**src/rtl/blkcrc_pkg.sv**
```systemverilog
package blkcrc_pkg;

    typedef enum logic [1:0] {
        ST_IDLE  = 2'd0,
        ST_DATA  = 2'd1,
        ST_SEND  = 2'd2,
        ST_CHECK = 2'd3
    } blkcrc_state_e;

endpackage

```
**src/rtl/blkcrc_datapath.sv**
```systemverilog
module blkcrc_datapath #(
    parameter int                CRC_W = 16,
    parameter logic [CRC_W-1:0]  POLY  = 16'h1021,
    parameter logic [CRC_W-1:0]  INIT  = 16'hFFFF,
    parameter int                IDX_W = 1
) (
    input  logic             clk,
    input  logic             rst_n,
    input  logic             crc_init,
    input  logic             crc_upd,
    input  logic [7:0]       in_data,
    input  logic [IDX_W-1:0] sel_idx,
    output logic [7:0]       sel_byte,
    output logic             mismatch
);

    logic [CRC_W-1:0] crc_q;
    logic [CRC_W-1:0] crc_next;
    logic [CRC_W-1:0] crc_inv;

    // eight serial steps, bit 0 of the byte first
    always_comb begin
        logic [CRC_W-1:0] acc;
        logic             fb;
        acc = crc_q;
        for (int k = 0; k < 8; k++) begin
            fb  = acc[CRC_W-1] ^ in_data[k];
            acc = {acc[CRC_W-2:0], 1'b0} ^ (fb ? POLY : '0);
        end
        crc_next = acc;
    end

    always_ff @(posedge clk or negedge rst_n) begin
        if (!rst_n) begin
            crc_q <= INIT;
        end else if (crc_init) begin
            crc_q <= INIT;
        end else if (crc_upd) begin
            crc_q <= crc_next;
        end
    end

    assign crc_inv  = ~crc_q;
    assign sel_byte = crc_inv[CRC_W-1-8*int'(sel_idx) -: 8];
    assign mismatch = (in_data != sel_byte);

    // every reload request leaves the preset value in the register
    assert_reload_preset_R8: assert property (@(posedge clk) disable iff (!rst_n)
        crc_init |=> (crc_q == INIT));

    // register frozen while nothing is being folded in or reloaded
    assert_crc_frozen_R5: assert property (@(posedge clk) disable iff (!rst_n)
        (!crc_init && !crc_upd) |=> $stable(crc_q));

endmodule

```
**src/rtl/blkcrc_ctrl.sv**
```systemverilog
module blkcrc_ctrl
    import blkcrc_pkg::*;
#(
    parameter int DATA_BYTES = 18,
    parameter int OUT_BYTES  = 2,
    parameter int IDX_W      = 1
) (
    input  logic             clk,
    input  logic             rst_n,
    input  logic             start,
    input  logic             mode_rx,
    input  logic             in_valid,
    input  logic             out_ready,
    input  logic             mismatch,
    output logic             in_ready,
    output logic             out_valid,
    output logic             crc_init,
    output logic             crc_upd,
    output logic [IDX_W-1:0] sel_idx,
    output logic             done,
    output logic             err
);

    localparam int               CNT_W    = $clog2(DATA_BYTES + 1);
    localparam logic [CNT_W-1:0] CNT_LAST = CNT_W'(DATA_BYTES - 1);
    localparam logic [IDX_W-1:0] IDX_LAST = IDX_W'(OUT_BYTES - 1);

    blkcrc_state_e    state_q, state_d;
    logic [CNT_W-1:0] cnt_q;
    logic [IDX_W-1:0] idx_q;
    logic             rx_q;
    logic             mis_q;
    logic             done_q, err_q;

    logic acc_in, acc_out, data_last, crc_last, block_end;

    assign acc_in    = in_valid && in_ready;
    assign acc_out   = out_valid && out_ready;
    assign data_last = (cnt_q == CNT_LAST);
    assign crc_last  = (idx_q == IDX_LAST);

    // next-state process
    always_comb begin
        state_d = state_q;
        unique case (state_q)
            ST_IDLE:  state_d = ST_IDLE;
            ST_DATA:  if (acc_in && data_last) state_d = rx_q ? ST_CHECK : ST_SEND;
            ST_SEND:  if (acc_out && crc_last) state_d = ST_IDLE;
            ST_CHECK: if (acc_in && crc_last)  state_d = ST_IDLE;
        endcase
        if (start) state_d = ST_DATA;
    end

    // state register
    always_ff @(posedge clk or negedge rst_n) begin
        if (!rst_n) state_q <= ST_IDLE;
        else        state_q <= state_d;
    end

    // output process
    always_comb begin
        in_ready  = 1'b0;
        out_valid = 1'b0;
        block_end = 1'b0;
        unique case (state_q)
            ST_IDLE:  ;
            ST_DATA:  in_ready = 1'b1;
            ST_SEND: begin
                out_valid = 1'b1;
                block_end = acc_out && crc_last;
            end
            ST_CHECK: begin
                in_ready  = 1'b1;
                block_end = acc_in && crc_last;
            end
        endcase
        crc_init = start || block_end;
        crc_upd  = (state_q == ST_DATA) && acc_in && !start;
    end

    // counters, mode latch, sticky compare and strobes
    always_ff @(posedge clk or negedge rst_n) begin
        if (!rst_n) begin
            cnt_q  <= '0;
            idx_q  <= '0;
            rx_q   <= 1'b0;
            mis_q  <= 1'b0;
            done_q <= 1'b0;
            err_q  <= 1'b0;
        end else begin
            done_q <= block_end && !start;
            err_q  <= block_end && !start && (state_q == ST_CHECK) && (mis_q || mismatch);
            if (start) begin
                cnt_q <= '0;
                idx_q <= '0;
                rx_q  <= mode_rx;
                mis_q <= 1'b0;
            end else begin
                if ((state_q == ST_DATA) && acc_in)
                    cnt_q <= data_last ? '0 : cnt_q + 1'b1;
                if (((state_q == ST_SEND) && acc_out) || ((state_q == ST_CHECK) && acc_in))
                    idx_q <= crc_last ? '0 : idx_q + 1'b1;
                if ((state_q == ST_CHECK) && acc_in)
                    mis_q <= mis_q || mismatch;
            end
        end
    end

    assign sel_idx = idx_q;
    assign done    = done_q;
    assign err     = err_q;

    // completion strobe never lasts two cycles
    assert_done_single_R6: assert property (@(posedge clk) disable iff (!rst_n)
        done |=> !done);

    // an error report only ever accompanies completion
    assert_err_has_done_R7: assert property (@(posedge clk) disable iff (!rst_n)
        err |-> done);

    // the input and output streams are never open together
    assert_streams_exclusive_R5: assert property (@(posedge clk) disable iff (!rst_n)
        !(in_ready && out_valid));

    // data byte count stays inside the block
    assert_count_bound_R2: assert property (@(posedge clk) disable iff (!rst_n)
        cnt_q < CNT_W'(DATA_BYTES));

    // latched direction changes only at a start pulse
    assert_mode_held_R10: assert property (@(posedge clk) disable iff (!rst_n)
        !start |=> $stable(rx_q));

endmodule

```
**src/rtl/blkcrc_engine.sv**
```systemverilog
module blkcrc_engine #(
    parameter int               DATA_BYTES = 18,
    parameter int               CRC_W      = 16,
    parameter logic [CRC_W-1:0] POLY       = 16'h1021,
    parameter logic [CRC_W-1:0] INIT       = 16'hFFFF
) (
    input  logic       clk,
    input  logic       rst_n,
    input  logic       start,
    input  logic       mode_rx,
    input  logic       in_valid,
    input  logic [7:0] in_data,
    output logic       in_ready,
    output logic       out_valid,
    output logic [7:0] out_data,
    input  logic       out_ready,
    output logic       done,
    output logic       err
);

    localparam int OUT_BYTES = CRC_W / 8;
    localparam int IDX_W     = (OUT_BYTES > 1) ? $clog2(OUT_BYTES) : 1;

    logic             crc_init, crc_upd, mismatch;
    logic [IDX_W-1:0] sel_idx;
    logic [7:0]       sel_byte;

    blkcrc_ctrl #(
        .DATA_BYTES (DATA_BYTES),
        .OUT_BYTES  (OUT_BYTES),
        .IDX_W      (IDX_W)
    ) u_ctrl (
        .clk       (clk),
        .rst_n     (rst_n),
        .start     (start),
        .mode_rx   (mode_rx),
        .in_valid  (in_valid),
        .out_ready (out_ready),
        .mismatch  (mismatch),
        .in_ready  (in_ready),
        .out_valid (out_valid),
        .crc_init  (crc_init),
        .crc_upd   (crc_upd),
        .sel_idx   (sel_idx),
        .done      (done),
        .err       (err)
    );

    blkcrc_datapath #(
        .CRC_W (CRC_W),
        .POLY  (POLY),
        .INIT  (INIT),
        .IDX_W (IDX_W)
    ) u_dp (
        .clk      (clk),
        .rst_n    (rst_n),
        .crc_init (crc_init),
        .crc_upd  (crc_upd),
        .in_data  (in_data),
        .sel_idx  (sel_idx),
        .sel_byte (sel_byte),
        .mismatch (mismatch)
    );

    assign out_data = sel_byte;

    // a stalled output byte is held until taken
    assert_hold_stall_R4: assert property (@(posedge clk) disable iff (!rst_n)
        (out_valid && !out_ready && !start) |=> (out_valid && $stable(out_data)));

endmodule

```
**config.mk**
```make
export PLATFORM = sky130hd
export DESIGN_NAME = blkcrc_engine
export DESIGN_NICKNAME = d
export VERILOG_FILES = /design/src/rtl/blkcrc_pkg.sv /design/src/rtl/blkcrc_datapath.sv /design/src/rtl/blkcrc_ctrl.sv /design/src/rtl/blkcrc_engine.sv
export SDC_FILE = /design/constraint.sdc
export NUM_CORES = 1
export LEC_CHECK = 0
export ABC_AREA = 1
export BUFFER_PORTS_ARGS = -buffer_cell sky130_fd_sc_hd__buf_2
export CAP_MARGIN = 10
export CORE_MARGIN = 3
export CORE_UTILIZATION = 57
export DETAILED_ROUTE_END_ITERATION = 8
export PLACE_DENSITY_LB_ADDON = 0.05
export REMOVE_ABC_BUFFERS = 1
export SLEW_MARGIN = 30
export SYNTH_ARGS = -nofsm -noshare
export SYNTH_HDL_FRONTEND = slang
export SYNTH_SLANG_ARGS = --single-unit
```
**constraint.sdc**
```tcl
create_clock -name clk -period 1.5 [get_ports clk]
set_input_delay 0.3 -clock clk [delete_from_list [all_inputs] [get_ports clk]]
set_output_delay 0.3 -clock clk [all_outputs]
set_load 0.03 [all_outputs]
```
==> summary.txt, run 1 <==
Global route
  • GRT Overall Usage: 24.15%
  • Initial antenna violation count: 0
  • Pin count of the biggest net entering global routing: 29
  • Total congestion overflow after global routing: 0
  • Global-route wire length before repair: 7.886 mm
  • Vias in the first global route: 1,724

Placement
  • GP Congestion: 0.8515
  • DP Wirelength: 3.266 mm
  • Port Buf Inserts: 25
  • Placed cell areas: 0.002098 mm2
  • Dpl cells: 346

Timing
  • RSZ-0062 raised after global routing: yes
  • Relative slew slack: 57.99%
  • Final Cycle Share: 109.0%
  • Final hold violation count: 0
  • Max Clock Skew: 2.590 ps
  • Fmax: 611.7 MHz
  • Worst-margin pin slew: 630.1 ps
  • Fin worst setup slack: -134.9 ps
  • Minimum clock period: 1635 ps
  • Final Setup Violations: 8
  • Max-slew violations: 0

Worst setup path
  • Worst path arrival time: 1330 ps
  • Setup crit end kind: output port
  • Critical Path Fanout Max: 7
  • Startpoint types: flip-flop
  • Worst Path Required: 1200 ps
  • Crit Path Category: flip-flop to output port

Die
  • Cell row count: 20
  • Chip Width: 64.03 um
  • Die ar.: 0.004100 mm2
  • Starting Density: 61.36%
  • Number of I/O pins: 26
  • Core ar.: 0.003128 mm2
  • Die Y: 64.03 um

Power
  • Clock power share: 12.3%
  • Maximum VDD drop: 1.257 mV
  • Cell internal pwr: 0.002253 W
  • Comb pwr share: 57.2%
  • Seq pwr share: 30.5%
  • Switching part of the total power: 45.02%
  • Pwr Density: 1664 mW/mm2
  • Leakage power: 1.322 nW
  • Psw: 0.001845 W

Clock tree
  • Number of buffers created by CTS: 3
  • Worst-case clock buffer depth: 2
  • Clock Tree Root: clkbuf_4
  • CTS Sinks: 28
  • H-tree levels: 1
  • Clk_lat worst skew: 340 ps
  • Clk slew on worst S/H paths: 150 ps
  • CTS tree: yes

Finish
  • Multi-input gate area: 0.001157 mm2
  • Most common cell after layout, fill and taps aside: nand2_1
  • Commonest cells after routing, fill and taps aside: nand2_1, inv_1, nand3_1
  • Share of layout cells above drive strength 1: 29.97%
  • Register area: 723.2 um2
  • Filler cells: 223
  • # diodes: 0
  • Cell area after layout: 0.002464 mm2
  • Non-Filler Instances: 361
  • Nets@finish: 334
  • Layout area overhead: 28.36%

Logic synthesis
  • Mapped Cells: 277
  • Sequential area share after synthesis: 37.55%
  • Post-synth top area share: 21.90%
  • Ranking of synthesized cells by area: dfstp_2, nand2_1, dfrtp_1, nand3_1, inv_1
  • Cell taking the most area after synthesis: dfstp_2
  • Syn_area_per_cell: 6.929 um2
  • Number of synthesis warnings: 0
  • Post-synthesis sequential element count: 28
  • Library cells used by synthesis: 27
  • Synthesized cell area: 0.001919 mm2

Drt
  • Drt wl/cell: 13.42 um
  • 1st-pass router iterations: 5
  • Via density: 5.363
  • Post-Route WL: 4.846 mm
  • DR iter-0 viols: 104
  • Routed vias: 1,936
  • DRC: 0
  • DRT antenna net count: 0

Job
  • Max cap viols: 0

Min path
  • Worst Hold Class: input pin to flip-flop

Outcome
  • Failing checks: negative setup slack
  • Status: finished with violations
==> cells by family (layout without fill, tap and decap cells) <==
kind of cell,Yosys count,after routing,synth area share [%]
AND/OR/NAND/NOR,152,152,33.12
flip-flops,28,28,37.55
buffers and inverters,44,84,9.973
AO/OA/AOI/OAI,35,35,10.76
XOR/XNOR,16,16,7.301
adder cells (fa/ha/maj),2,2,1.304
==> metrics by stage <==
stage	setup TNS [ps]	total power [W]	utilization (%)	setup WS (ps)	hold slack [ps]
after floorplan	-448.1	0.002569	-	-89.35	4.409
after global placement	0	0.003069	67.08	101.0	351.9
after detailed placement	0	0.003075	67.08	101.3	352.3
after CTS	-527.8	0.003832	73.64	-92.88	174.5
after global routing	-1205	0.004399	78.76	-212.4	155.1
final	-687.2	0.004098	78.76	-134.9	160.9
==> cell type report <==
class                   instances  share of cell area [%]
clock buffers                   3                  0.9142
inverters                      38                   6.196
flip-flops and latches         28                   29.36
clock inverters                 1                   1.219
well taps                      44                   2.235
multi-input cells             205                   46.98
repair buffers                 42                   13.10
==> Yosys cell counts <==
cell type and instances:
nor2_2 2, dfstp_2 16, xor2_1 8, o211ai_1 6, inv_2 3, nand2_1 101, nand2b_1 1, a31oi_1 1
xnor2_1 8, o21ai_1 6, o22ai_1 3, buf_2 1, buf_6 2, o21ai_2 3, nand2_2 1, buf_4 2
ha_1 2, nor2_4 1, a21oi_1 10, inv_4 1, nor2_1 13, dfrtp_1 12, inv_1 34, clkbuf_1 1
o21ai_0 6, nand3_1 32, nand2_4 1
==> path summary, 6_finish.rpt <==
| path | from | to | slack, ps | depth (start not counted) |
|---|---|---|---|---|
| max in group asynchronous | rst_n | u_ctrl.state_q[0]$_DFFE_PN0P_ | 560 | 2 |
| min reg2reg | u_ctrl.rx_q$_DFFE_PN0P_ | u_ctrl.rx_q$_DFFE_PN0P_ | 540 | 2 |
| max | u_ctrl.sel_idx$_DFFE_PN0P_ | out_data[7] | -130 | 4 |
| min | start | u_ctrl.done$_DFF_PN0_ | 160 | 2 |
| max reg2reg | u_dp.crc_q[10]$_DFFE_PN1P_ | u_dp.crc_q[14]$_DFFE_PN1P_ | 70 | 5 |
| min in group asynchronous | rst_n | u_ctrl.cnt_q[1]$_DFFE_PN0P_ | 500 | 2 |
==> sequential cells by signal (all words and copies together) (netlist names) <==
signal	flops
u_ctrl.sel_idx	1
u_dp.crc_q	16
u_ctrl.rx_q	1
u_ctrl.done	1
u_ctrl.cnt_q	5
u_ctrl.err	1
u_ctrl.state_q	2
u_ctrl.mis_q	1
==> critical path, cell delays in order, from the launching register on <==
cell and delay [ps]:
dfrtp_2 490, buf_8 170, nand2_1 100, nand2_1 80
buf_6 140
==> power by group through the flow <==
stage / clock network (W) / logic (W) / registers (W)
final: 0.000502 / 0.00235 / 0.00125
after global routing: 0.000542 / 0.00257 / 0.00128
after CTS: 0.000501 / 0.00209 / 0.00125
after detailed placement: 0 / 0.00178 / 0.00129
after global placement: 0 / 0.00178 / 0.00129
after floorplan: 0 / 0.00130 / 0.00127
==> metal layers <==
metal | track usage [%] | wire [um] | up-vias
li1 | - | - | 947
met1 | 35.92 | 2209 | 906
met2 | 37.42 | 2282 | 78
met3 | 2.460 | 312 | 5
met4 | 6.199 | 42 | 0
met5 | 0 | 0 | -
==> timing repair <==
item                                   CTS  global route
hold buffers                             1             0
pin swaps                                2             1
resized for setup                       32            29
gates cloned                             1             0
endpoints found under the hold margin   12             0
buffers inserted                         5             4
setup endpoints to repair                9            21
Note: power is estimated with default switching activity, not from simulation.
==> run 2, diff against run 1 <==
- CAP_MARGIN: 10 -> default
- CELL_PAD_IN_SITES_DETAIL_PLACEMENT: default -> 1
- CELL_PAD_IN_SITES_GLOBAL_PLACEMENT: default -> 1
- CORE_UTILIZATION: 57 -> 41
==> summary.txt, run 2 (synthesis gave the netlist of run 1 again) <==
Outcome
  • Status: finished with violations
  • Failing checks: negative setup slack

Drt
  • 1st-pass router iterations: 4 (-1)
  • DRC: 0 (unchanged)
  • Met1 wire length: 2.901 mm (+31%)
  • DRT antenna net count: 0 (unchanged)
  • DR iter-0 viols: 80 (-23%)
  • Metal3 WL: 119 um (-62%)
  • Uppermost layer routed: met4
  • Post-Route WL: 5.933 mm (+22%)
  • Metal2 WL: 2.795 mm (+22%)
  • Drt wl/cell: 15.95 um (+19%)
  • Via density: 5.247 (-2.2%)
  • Routed vias: 1,952 (+0.83%)

Clock tree
  • CTS tree: yes
  • Clk_lat worst skew: 280 ps (-60 ps)
  • CTS Sinks: 28 (unchanged)
  • Clock Tree Root: clkbuf_8
  • H-tree levels: 1 (unchanged)
  • Worst-case clock buffer depth: 2 (unchanged)
  • Clk slew on worst S/H paths: 100 ps (-50 ps)
  • Number of buffers created by CTS: 3 (unchanged)

Die
  • Number of I/O pins: 26 (unchanged)
  • Core ar.: 0.004444 mm2 (+42%)
  • Die ar.: 0.005538 mm2 (+35%)
  • Chip Width: 74.42 um (+16%)
  • Starting Density: 43.19% (-18 points)
  • Cell row count: 24 (+20%)
  • Die Y: 74.42 um (+16%)

Power
  • Leakage power: 1.317 nW (-0.41%)
  • Maximum VDD drop: 0.7819 mV (-38%)
  • Pwr Density: 1713 mW/mm2 (+3.0%)
  • Power consumption: 0.004225 W (+3.1%)

Timing
  • Final hold violation count: 0 (unchanged)
  • Relative slew slack: 75.36% (+17 points)
  • Final Setup Violations: 7 (-1)
  • RSZ-0062 raised after global routing: yes
  • Max-slew violations: 0 (unchanged)
  • Worst-margin pin slew: 366.9 ps (-263.2 ps)
  • Final Cycle Share: 103.8% (-5.2 points)
  • Minimum clock period: 1556 ps (-78.40 ps)
  • Fin worst setup slack: -56.47 ps (+78.40 ps)
  • Max Clock Skew: 4.481 ps (+1.891 ps)
  • Fmax: 642.5 MHz (+5.0%)

Worst setup path
  • Critical Path Fanout Max: 11 (+4)
  • Crit Path Category: flip-flop to output port
  • R2r endpoint: u_ctrl.err$_DFF_PN0_
  • Setup crit end kind: output port
  • Setup crit start: u_ctrl.sel_idx$_DFFE_PN0P_
  • R2R cell count: 8 (+3)
  • Reg-to-reg startpoint: u_ctrl.sel_idx$_DFFE_PN0P_
  • Worst Path Required: 1200 ps (about the same)
  • Worst R2R Setup Slack: 80 ps (about the same)
  • Startpoint types: flip-flop
  • Worst path arrival time: 1260 ps (-70 ps)
  • End point of the critical path: out_data[3]

Finish
  • # diodes: 0 (unchanged)
  • Largest Register: u_dp.crc_q
  • Most common cell after layout, fill and taps aside: nand2_1
  • Largest register FFs: 16 (unchanged)
  • Largest regs: u_dp.crc_q (16), u_ctrl.cnt_q (5), u_ctrl.state_q (2)
  • Commonest cells after routing, fill and taps aside: nand2_1, inv_1, nand3_1
  • Share of layout cells above drive strength 1: 29.69% (-0.28 points)
  • Layout area overhead: 28.49%
  • Nets@finish: 337 (+0.90%)

Placement
  • Port Buf Inserts: 25 (unchanged)
  • Post-Place Setup Slack: 63.72 ps (-37.61 ps)
  • GP Congestion: 0.8973 (+5.4%)
  • DP Wirelength: 4.391 mm (+34%)

Global route
  • Total congestion overflow after global routing: 0 (unchanged)
  • GRT Overall Usage: 22.60% (-1.6 points)
  • Global-route wire length before repair: 9.459 mm (+20%)
  • Initial antenna violation count: 0 (unchanged)
  • Pin count of the biggest net entering global routing: 17 (-41%)
  • Vias in the first global route: 1,922 (+11%)

Job
  • Max cap viols: 0 (unchanged)

Min path
  • Worst Hold Class: input pin to flip-flop
## run 2: repair_timing
action,in CTS,in global routing
setup endpoints to repair,8,18
hold buffers,1,0
pin swaps,1,3
setup buffers,3,5
resized for setup,17,38
cloned,1,0
hold endpoints to repair,2,0
## run 2: final cells by class
class,instances,area [um2]
inverters,38,152.6
repair buffers,45,360.3
flip-flops and latches,28,721.9
clock inverters,1,30.03
fillers,584,1978
well taps,52,65.06
clock buffers,3,41.29
multi-input cells,205,1095
## run 2: through the flow
step                cells  hold slack [ps]  util, %  setup TNS (ps)  instance area (um2)
global route          372            223.5    55.49          -580.5                 2466
detailed placement    358            243.0    48.40               0                 2151
floorplan             271            4.409        -          -448.1                 1873
finish                372            237.4    55.49          -233.9                 2466
CTS                   367            230.0    52.00          -305.5                 2311
global placement      358            238.6    48.40               0                 2151
## run 2: worst min path at each step
stage          cells after the start                     endpoint  start  slack (ps)
5_1_grt                            2        u_ctrl.done$_DFF_PN0_  start         220
3_3_place_gp                       1  u_ctrl.cnt_q[0]$_DFFE_PN0P_  rst_n         240
3_5_place_dp                       1  u_ctrl.cnt_q[0]$_DFFE_PN0P_  rst_n         240
6_report                           2        u_ctrl.done$_DFF_PN0_  start         240
4_1_cts                            2        u_ctrl.done$_DFF_PN0_  start         230
2_1_floorplan                      0  u_ctrl.cnt_q[0]$_DFFE_PN0P_  rst_n           4
## run 2: layer usage
metal | global-route usage, % | vias up
li1 | - | 964
met1 | 31.29 | 954
met2 | 37.95 | 26
met3 | 2.027 | 8
met4 | 5.929 | 0
met5 | 0 | -
## run 2: power breakdown
part / internal (W) / total [W] / switching, W
clock network: 0.000358 / 0.000609 / 0.000251
registers: 0.00105 / 0.00127 / 0.000222
logic: 0.000928 / 0.00235 / 0.00142
## run 2: worst max-delay path, cell delays in order (launching register included)
cell and delay (ps):
dfrtp_2 480, clkinv_4 140, nand2_1 120, nand2_2 90, buf_6 150
